--- src/rtl/gpio_mask_pkg.sv ---
package gpio_mask_pkg;
   typedef enum logic [1:0] {
      RG_NONE = 2'd0,
      RG_DATA = 2'd1,
      RG_DIR  = 2'd2,
      RG_ALT  = 2'd3
   } region_e;

   localparam int OFS_W      = 12;
   localparam logic [OFS_W-1:0] ALT_OFS = 12'h420;
   localparam logic [1:0] SEG_DATA = 2'b00;
   localparam logic [1:0] SEG_ALT  = 2'b01;
   localparam logic [1:0] SEG_DIR  = 2'b10;
endpackage

--- src/rtl/gpio_addr_decode.sv ---
module gpio_addr_decode
   import gpio_mask_pkg::*;
#(
   parameter int ADDR_W     = 14,
   parameter int NUM_BANKS  = 3,
   parameter int BANK_W     = 8,
   parameter int BANK_SEL_W = ADDR_W - OFS_W
) (
   input  logic [ADDR_W-1:0]     addr,
   output region_e               region,
   output logic [BANK_SEL_W-1:0] bank,
   output logic [BANK_W-1:0]     mask
);
   logic [OFS_W-1:0] ofs;
   logic             bank_ok;

   assign ofs     = addr[OFS_W-1:0];
   assign bank    = addr[ADDR_W-1:OFS_W];
   assign bank_ok = (32'(bank) < NUM_BANKS);
   assign mask    = addr[BANK_W+1:2];

   always_comb begin
      region = RG_NONE;
      if (bank_ok) begin
         unique case (ofs[11:10])
            SEG_DATA: region = RG_DATA;
            SEG_DIR:  region = RG_DIR;
            SEG_ALT:  region = (ofs == ALT_OFS) ? RG_ALT : RG_NONE;
            default:  region = RG_NONE;
         endcase
      end
   end
endmodule

--- src/rtl/gpio_bank.sv ---
module gpio_bank
   import gpio_mask_pkg::*;
#(
   parameter int BANK_W = 8
) (
   input  logic              clk,
   input  logic              rst_n,
   input  logic              sel,
   input  region_e           region,
   input  logic [BANK_W-1:0] mask,
   input  logic              wr,
   input  logic [BANK_W-1:0] wdata,
   input  logic [BANK_W-1:0] pin_in,
   output logic [BANK_W-1:0] pin_out,
   output logic [BANK_W-1:0] pin_oe,
   output logic [BANK_W-1:0] alt,
   output logic [BANK_W-1:0] rd_val
);
   logic [BANK_W-1:0] out_q, dir_q, alt_q;
   logic              wr_data, wr_dir, wr_alt;
   logic [BANK_W-1:0] level;

   assign wr_data = sel && wr && (region == RG_DATA);
   assign wr_dir  = sel && wr && (region == RG_DIR);
   assign wr_alt  = sel && wr && (region == RG_ALT);

   always_ff @(posedge clk) begin
      if (!rst_n) begin
         out_q <= '0;
         dir_q <= '0;
         alt_q <= '0;
      end else begin
         if (wr_data) out_q <= (out_q & ~mask) | (wdata & mask);
         if (wr_dir)  dir_q <= (dir_q & ~mask) | (wdata & mask);
         if (wr_alt)  alt_q <= wdata;
      end
   end

   genvar k;
   generate
      for (k = 0; k < BANK_W; k++) begin : g_pin
         assign level[k]  = dir_q[k] ? out_q[k] : pin_in[k];
         assign pin_oe[k] = dir_q[k] & ~alt_q[k];
      end
   endgenerate

   always_comb begin
      rd_val = '0;
      if (sel) begin
         unique case (region)
            RG_DATA: rd_val = level & mask;
            RG_DIR:  rd_val = dir_q & mask;
            RG_ALT:  rd_val = alt_q;
            default: rd_val = '0;
         endcase
      end
   end

   assign pin_out = out_q;
   assign alt     = alt_q;
endmodule

--- src/rtl/gpio_read_port.sv ---
module gpio_read_port #(
   parameter int NUM_BANKS = 3,
   parameter int BANK_W    = 8
) (
   input  logic                             clk,
   input  logic                             rst_n,
   input  logic                             rd,
   input  logic [NUM_BANKS-1:0][BANK_W-1:0] bank_vals,
   output logic [BANK_W-1:0]                rdata
);
   logic [BANK_W-1:0] merged;

   always_comb begin
      merged = '0;
      for (int b = 0; b < NUM_BANKS; b++) merged |= bank_vals[b];
   end

   always_ff @(posedge clk) begin
      if (!rst_n)  rdata <= '0;
      else if (rd) rdata <= merged;
      else         rdata <= '0;
   end
endmodule

--- src/rtl/gpio_mask_port.sv ---
module gpio_mask_port
   import gpio_mask_pkg::*;
#(
   parameter int NUM_BANKS = 3,
   parameter int BANK_W    = 8,
   parameter int ADDR_W    = 14,
   localparam int PINS       = NUM_BANKS * BANK_W,
   localparam int BANK_SEL_W = ADDR_W - OFS_W
) (
   input  logic              clk,
   input  logic              rst_n,
   input  logic [ADDR_W-1:0] bus_addr,
   input  logic              bus_wr,
   input  logic [BANK_W-1:0] bus_wdata,
   input  logic              bus_rd,
   output logic [BANK_W-1:0] bus_rdata,
   input  logic [PINS-1:0]   pin_in,
   output logic [PINS-1:0]   pin_out,
   output logic [PINS-1:0]   pin_oe,
   output logic [PINS-1:0]   alt_sel
);
   generate
      if (BANK_W < 1 || BANK_W > 8) begin : g_bad_w
         $error("BANK_W must be 1..8 so the mask fits in address bits [9:2]");
      end
      if (NUM_BANKS < 1) begin : g_bad_n
         $error("NUM_BANKS must be at least 1");
      end
      if (BANK_SEL_W < 1 || (1 << BANK_SEL_W) < NUM_BANKS) begin : g_bad_a
         $error("ADDR_W too small for NUM_BANKS windows of 4 KiB");
      end
   endgenerate

   region_e                          region;
   logic [BANK_SEL_W-1:0]            bank;
   logic [BANK_W-1:0]                mask;
   logic [NUM_BANKS-1:0][BANK_W-1:0] bank_vals;

   gpio_addr_decode #(
      .ADDR_W(ADDR_W), .NUM_BANKS(NUM_BANKS),
      .BANK_W(BANK_W), .BANK_SEL_W(BANK_SEL_W)
   ) u_dec (
      .addr(bus_addr), .region(region), .bank(bank), .mask(mask)
   );

   genvar b;
   generate
      for (b = 0; b < NUM_BANKS; b++) begin : g_bank
         logic sel;
         assign sel = (bank == BANK_SEL_W'(b));
         gpio_bank #(.BANK_W(BANK_W)) u_bank (
            .clk    (clk),
            .rst_n  (rst_n),
            .sel    (sel),
            .region (region),
            .mask   (mask),
            .wr     (bus_wr),
            .wdata  (bus_wdata),
            .pin_in (pin_in [b*BANK_W +: BANK_W]),
            .pin_out(pin_out[b*BANK_W +: BANK_W]),
            .pin_oe (pin_oe [b*BANK_W +: BANK_W]),
            .alt    (alt_sel[b*BANK_W +: BANK_W]),
            .rd_val (bank_vals[b])
         );
      end
   endgenerate

   gpio_read_port #(.NUM_BANKS(NUM_BANKS), .BANK_W(BANK_W)) u_rd (
      .clk(clk), .rst_n(rst_n), .rd(bus_rd),
      .bank_vals(bank_vals), .rdata(bus_rdata)
   );
endmodule

--- config.mk ---
export PLATFORM = sky130hd
export DESIGN_NAME = gpio_mask_port
export DESIGN_NICKNAME = d
export VERILOG_FILES = /design/src/rtl/gpio_mask_pkg.sv /design/src/rtl/gpio_addr_decode.sv /design/src/rtl/gpio_bank.sv /design/src/rtl/gpio_read_port.sv /design/src/rtl/gpio_mask_port.sv
export SDC_FILE = /design/constraint.sdc
export NUM_CORES = 1
export LEC_CHECK = 0
export CORE_MARGIN = 2
export CORE_UTILIZATION = 48
export CTS_CLUSTER_SIZE = 25
export DETAILED_ROUTE_END_ITERATION = 16
export PLACE_DENSITY = 0.89
export SYNTH_ARGS = -nofsm -noshare
export SYNTH_HDL_FRONTEND = slang
export SYNTH_HIERARCHICAL = 1
export SYNTH_SLANG_ARGS = --single-unit
--- constraint.sdc ---
create_clock -name clk -period 4.2 [get_ports clk]
set_input_delay 0.84 -clock clk [delete_from_list [all_inputs] [get_ports clk]]
set_output_delay 0.84 -clock clk [all_outputs]
set_load 0.1 [all_outputs]
# Word-level counts from Yosys, hierarchy flattened
# Index checks and enable logic that the tools add are counted.
[op_classes]
n_addsub = 0
n_mul = 0
div_mod_pow = 0
order_cmp = 1
eq_ne = 8
n_shift = 0
muxes = 33
n_bitwise = 70
reduce_logical = 15
[op_table]
columns = ["cell", "count"]
rows = [
  ["8-bit bitwise AND", 13],
  ["8-bit one-hot mux with 3 select lines", 3],
  ["8-bit OR", 8],
  ["1-bit bitwise AND", 24],
  ["1-bit two-way mux", 24],
  ["8-bit two-way mux", 3],
  ["1-bit NOT", 24],
  ["12-bit by 11-bit == test with 1-bit output (second input constant)", 1],
  ["1-bit logical AND", 12],
  ["2-bit == test (second input constant)", 4],
  ["8-bit NOT", 1],
  ["2-bit by 1-bit == test with 1-bit output (second input constant)", 3],
  ["2-bit one-hot mux with 3 select lines", 1],
  ["2-bit logical NOT", 2],
  ["2-bit two-way mux", 2],
  ["2-bit less-than comparator (second input constant)", 1],
  ["2-bit AND reduction", 1],
]
[word_totals]
register_bits = 80
latchBits = 0
ram_bits = 0
rom_bits = 0
input_bits = 50
output_inout_bits = 80
elab_cells = 137
memories = 0

# Depth between registers and ports, before layout
[logic_depth]
ltp_word = 9
ltp_mapped = 10
depth_no_buf = 9

# Hierarchy
# The synthesis kept the hierarchy.
[modules_own_cells]
columns = ["mod", "instances", "cells_per_inst", "area_per_inst_um2"]
rows = [
  ["gpio_bank", 3, 155, 1320.0],
  ["gpio_read_port", 1, 18, 255.2],
  ["gpio_addr_decode", 1, 19, 170.2],
  ["gpio_mask_port", 1, 3, 18.8],
]

# Worst setup path after synthesis
# No wires, ideal clock.
[synth_path]
path_kind = "input to register"
startpoint = "input port bus_addr[3]"
endpoint = "register u_rd.rdata[5]"
t_arrival_ps = 3050
t_required_ps = 4078
path_slack_ps = 1029
stages = 10
path_buffers = 1
cell_sequence = "nor4b_4 > nand3_1 > a221oi_2 > inv_1 > ha_1 > buf_4 > o21ai_0 > o21ai_1 > a32o_1 > o311a_1"
[synth_lines]
columns = ["item", "line_no", "rtl"]
rows = [
  ["start, declared", "gpio_mask_port.sv:12", "input logic [ADDR_W-1:0] bus_addr,"],
  ["end signal, assigned", "gpio_read_port.sv:20", "else if (rd) rdata <= merged;"],
  ["end, declared", "gpio_read_port.sv:9", "output logic [BANK_W-1:0] rdata"],
]

==> impl_metrics.env <==
export IMPL_ys_seq_area_share_pct=36.4
export IMPL_r2r_end="u_rd/rdata[6]"
export IMPL_powerDensity_nw_per_um2=263
export IMPL_rsz0062_at_grt="false"
export IMPL_finalMaxSlewViolations=0
export IMPL_internal_power_mw=1.15
export IMPL_min_path_type="flip-flop to flip-flop"
export IMPL_setup_violations_final=0
export IMPL_cp_cell_sequence="clkdlybuf4s50_1 -> nor4_4 -> nand3_1 -> a221oi_2 -> inv_1 -> ha_1 -> o21ai_0 -> o21ai_1 -> a32o_1 -> o311a_1"
export IMPL_min_period_over_period_pct=86.8
export IMPL_yosysWarnings=6
export IMPL_drtPass1Iterations=5
export IMPL_htree_levels=3
export IMPL_synthFlopType="dfxtp_1"
export IMPL_synth_edff_count=0
export IMPL_leakage_nw=2.66
export IMPL_worstRegToRegCells=4
export IMPL_slowest_stage="a221oi_2"
export IMPL_pwr_share_comb_pct=13.1
export IMPL_place_hpwl_um=9660
export IMPL_place_congestion=0.914
export IMPL_pwr_share_seq_pct=49.2
export IMPL_diodes=0
export IMPL_synth_area_leaders="dfxtp_1 36%, mux2i_1 16%, nand2_1 10%"
export IMPL_cap_violations=0
export IMPL_pin_count=130
export IMPL_hold_violations=0
export IMPL_setup_tns_ns=0
export IMPL_crit_path_end_kind="flip-flop"
export IMPL_cts_sinks=80
export IMPL_path_delay_family="compound AO/OA/AOI/OAI gates"
export IMPL_netlist_area_leader_share_pct=36.4
export IMPL_fmax_mhz=274
export IMPL_die_h_um=99.8
export IMPL_worstSetupStartpointType="primary input"
export IMPL_grt_pass1_wl_um=20600
export IMPL_grt_max_degree=72
export IMPL_switchingPower_uw=401
export IMPL_cts_tree="built"
export IMPL_ctsHoldBuffers=0
export IMPL_syn_to_final_growth_pct=34.0
export IMPL_status="complete, no violations"
export IMPL_root_buffer="clkbuf_8"
export IMPL_synth_async_reset_ratio_pct=0
export IMPL_period_minus_slack_ns=3.65
export IMPL_ys_types=26
export IMPL_slowest_delay_ns=0.57
export IMPL_path_max_fanout=17
export IMPL_dr_total_vias=4220
export IMPL_routedWlPerCell_um=17.5
export IMPL_numCtsBuffers=9
export IMPL_core_area_um2=8810
export IMPL_layout_nets=682
export IMPL_drtIter0Drc=231
export IMPL_postSynthAreaPerCell_um2=8.72
export IMPL_required_ns=4.45
export IMPL_final_setup_skew_ns=0.00577
export IMPL_die_width_um=99.8
export IMPL_crit_buf_inv=2
export IMPL_swShare_pct=25.8
export IMPL_ant_nets=0
export IMPL_finalWirelength_um=12800
export IMPL_synth_area_um2=4400
export IMPL_worstMarginPinSlew_ns=0.994
export IMPL_dieArea_um2=9960
export IMPL_clk_pin_slew_worst_paths_ns=0.08
export IMPL_whs_path_depth=2
export IMPL_worstSetupPathType="primary input to flip-flop"
export IMPL_synth_top_area_cell="dfxtp_1"
export IMPL_filler_cell_count=685
export IMPL_grt_antenna_before_repair=0
export IMPL_synth_nets=567
export IMPL_initial_core_util_pct=50.0
export IMPL_netlist_instances=505
export IMPL_fp_row_count=34
export IMPL_worstPathArrival_ns=3.90
export IMPL_vias_per_cell=5.76
export IMPL_io_buffers=129
export IMPL_grt_pass1_vias=4187
export IMPL_drive_gt1_share_pct=5.44
export IMPL_p_clk_share_pct=37.8
export IMPL_yosys_register_bits=80
export IMPL_hold_ws_ns=0.483
export IMPL_relSlewSlack_pct=33.5
export IMPL_postCtsSetupBuffers=0
export IMPL_drc_errors=0
export IMPL_worstSkewPairLatency_ns=0.35
export IMPL_rrSetupSlack_ns=2.87
export IMPL_utilization_pct=67.0
export IMPL_vdd_drop_max_v=0.000172
export IMPL_cts_max_path_buffers=2
export IMPL_cts_resized=0
export IMPL_overflow=0
export IMPL_grt_use_total_pct=25.9
metal layers:
layer	vias up	global-route usage, %	routed length, µm
li1	1971	-	-
met3	31	5.08	1100
met1	1999	34.4	5270
met5	-	0	0
met4	0	10.5	316
met2	219	41.7	6100
placed cells by master (no fill, tap or decap), types with 6 or more instances in the layout:
cell | netlist | layout
a32o_1 | 24 | 24
and3b_1 | 6 | 6
inv_1 | 6 | 6
nand2b_1 | 25 | 25
nor2b_1 | 50 | 50
o21ai_0 | 6 | 6
o21ai_1 | 42 | 42
and3_1 | 6 | 6
buf_4 | 18 | 11
ha_1 | 12 | 12
clkdlybuf4s50_1 | 0 | 128
dfxtp_1 | 80 | 80
clkbuf_8 | 0 | 11
o311a_1 | 8 | 8
nand2_1 | 120 | 120
mux2i_1 | 72 | 72
power by group through the flow:
stage                     sequential (mW)  clock, mW  combinational, mW
after global placement              0.782          0              0.193
after detailed placement            0.782          0              0.198
final                               0.764      0.588              0.203
after floorplan                     0.797          0             0.0969
after global routing                0.765      0.633              0.218
after CTS                           0.764      0.594              0.200
cells by family (layout without fill, tap and decap cells):
kind of cell / after synthesis / count (layout) / share of synthesized area, %
simple gates: 217 / 217 / 25.3
buf+inv: 42 / 162 / 5.37
mux: 72 / 72 / 16.4
compound gates: 82 / 82 / 13.2
flops: 80 / 80 / 36.4
fa+ha+maj: 12 / 12 / 3.41
worst reg2reg max path, cell delays in order, from the launching register on:
cell and delay, ns:
dfxtp_1 0.34, o21ai_0 0.17, o21ai_1 0.10, a32o_1 0.27, o311a_1 0.35
Yosys cell counts (2+ instances only):
| master | instances |
|---|---|
| and3_1 | 6 |
| clkbuf_1 | 9 |
| ha_1 | 12 |
| nand2b_1 | 25 |
| o311a_1 | 8 |
| mux2i_1 | 72 |
| buf_4 | 18 |
| nand3_2 | 3 |
| a32o_1 | 24 |
| nor2b_1 | 50 |
| and3b_1 | 6 |
| o21ai_1 | 42 |
| nor2_1 | 2 |
| dfxtp_1 | 80 |
| buf_2 | 6 |
| nand2_1 | 120 |
| inv_1 | 6 |
| o21ai_0 | 6 |
| clkbuf_2 | 3 |
worst max-delay path by stage:
| stage | from | end | slack, ns | cells after the start |
|---|---|---|---|---|
| floorplan | bus_addr[3] | u_rd/rdata[5] | 1.03 | 10 |
| global placement | bus_addr[7] | u_rd/rdata[6] | 0.39 | 10 |
| detailed placement | bus_addr[7] | u_rd/rdata[6] | 0.22 | 10 |
| CTS | bus_addr[7] | u_rd/rdata[6] | 0.61 | 10 |
| global route | bus_addr[7] | u_rd/rdata[2] | 0.35 | 10 |
| finish | bus_addr[7] | u_rd/rdata[6] | 0.55 | 10 |
metrics by stage:
step           power, mW  area, µm²  setup slack (ns)  cells
2_1_floorplan      0.894       4400              1.03    505
3_3_place_gp       0.974       5690             0.392    717
3_5_place_dp       0.980       5690             0.224    717
4_1_cts             1.56       5900             0.614    733
5_1_grt             1.61       5900             0.349    733
6_report            1.55       5900             0.552    733
area by class of cell:
| cell class | count | area, µm² | area share [%] |
|---|---|---|---|
| multi-input combinational | 383 | 2570 | 43.5 |
| clock inverter | 4 | 52.6 | 0.890 |
| inverter | 6 | 22.5 | 0.382 |
| tap | 108 | 135 | 2.29 |
| sequential | 80 | 1600 | 27.1 |
| timing repair buffer | 140 | 1370 | 23.2 |
| clock buffer | 12 | 155 | 2.63 |
Note: power is estimated with default switching activity, not from simulation.
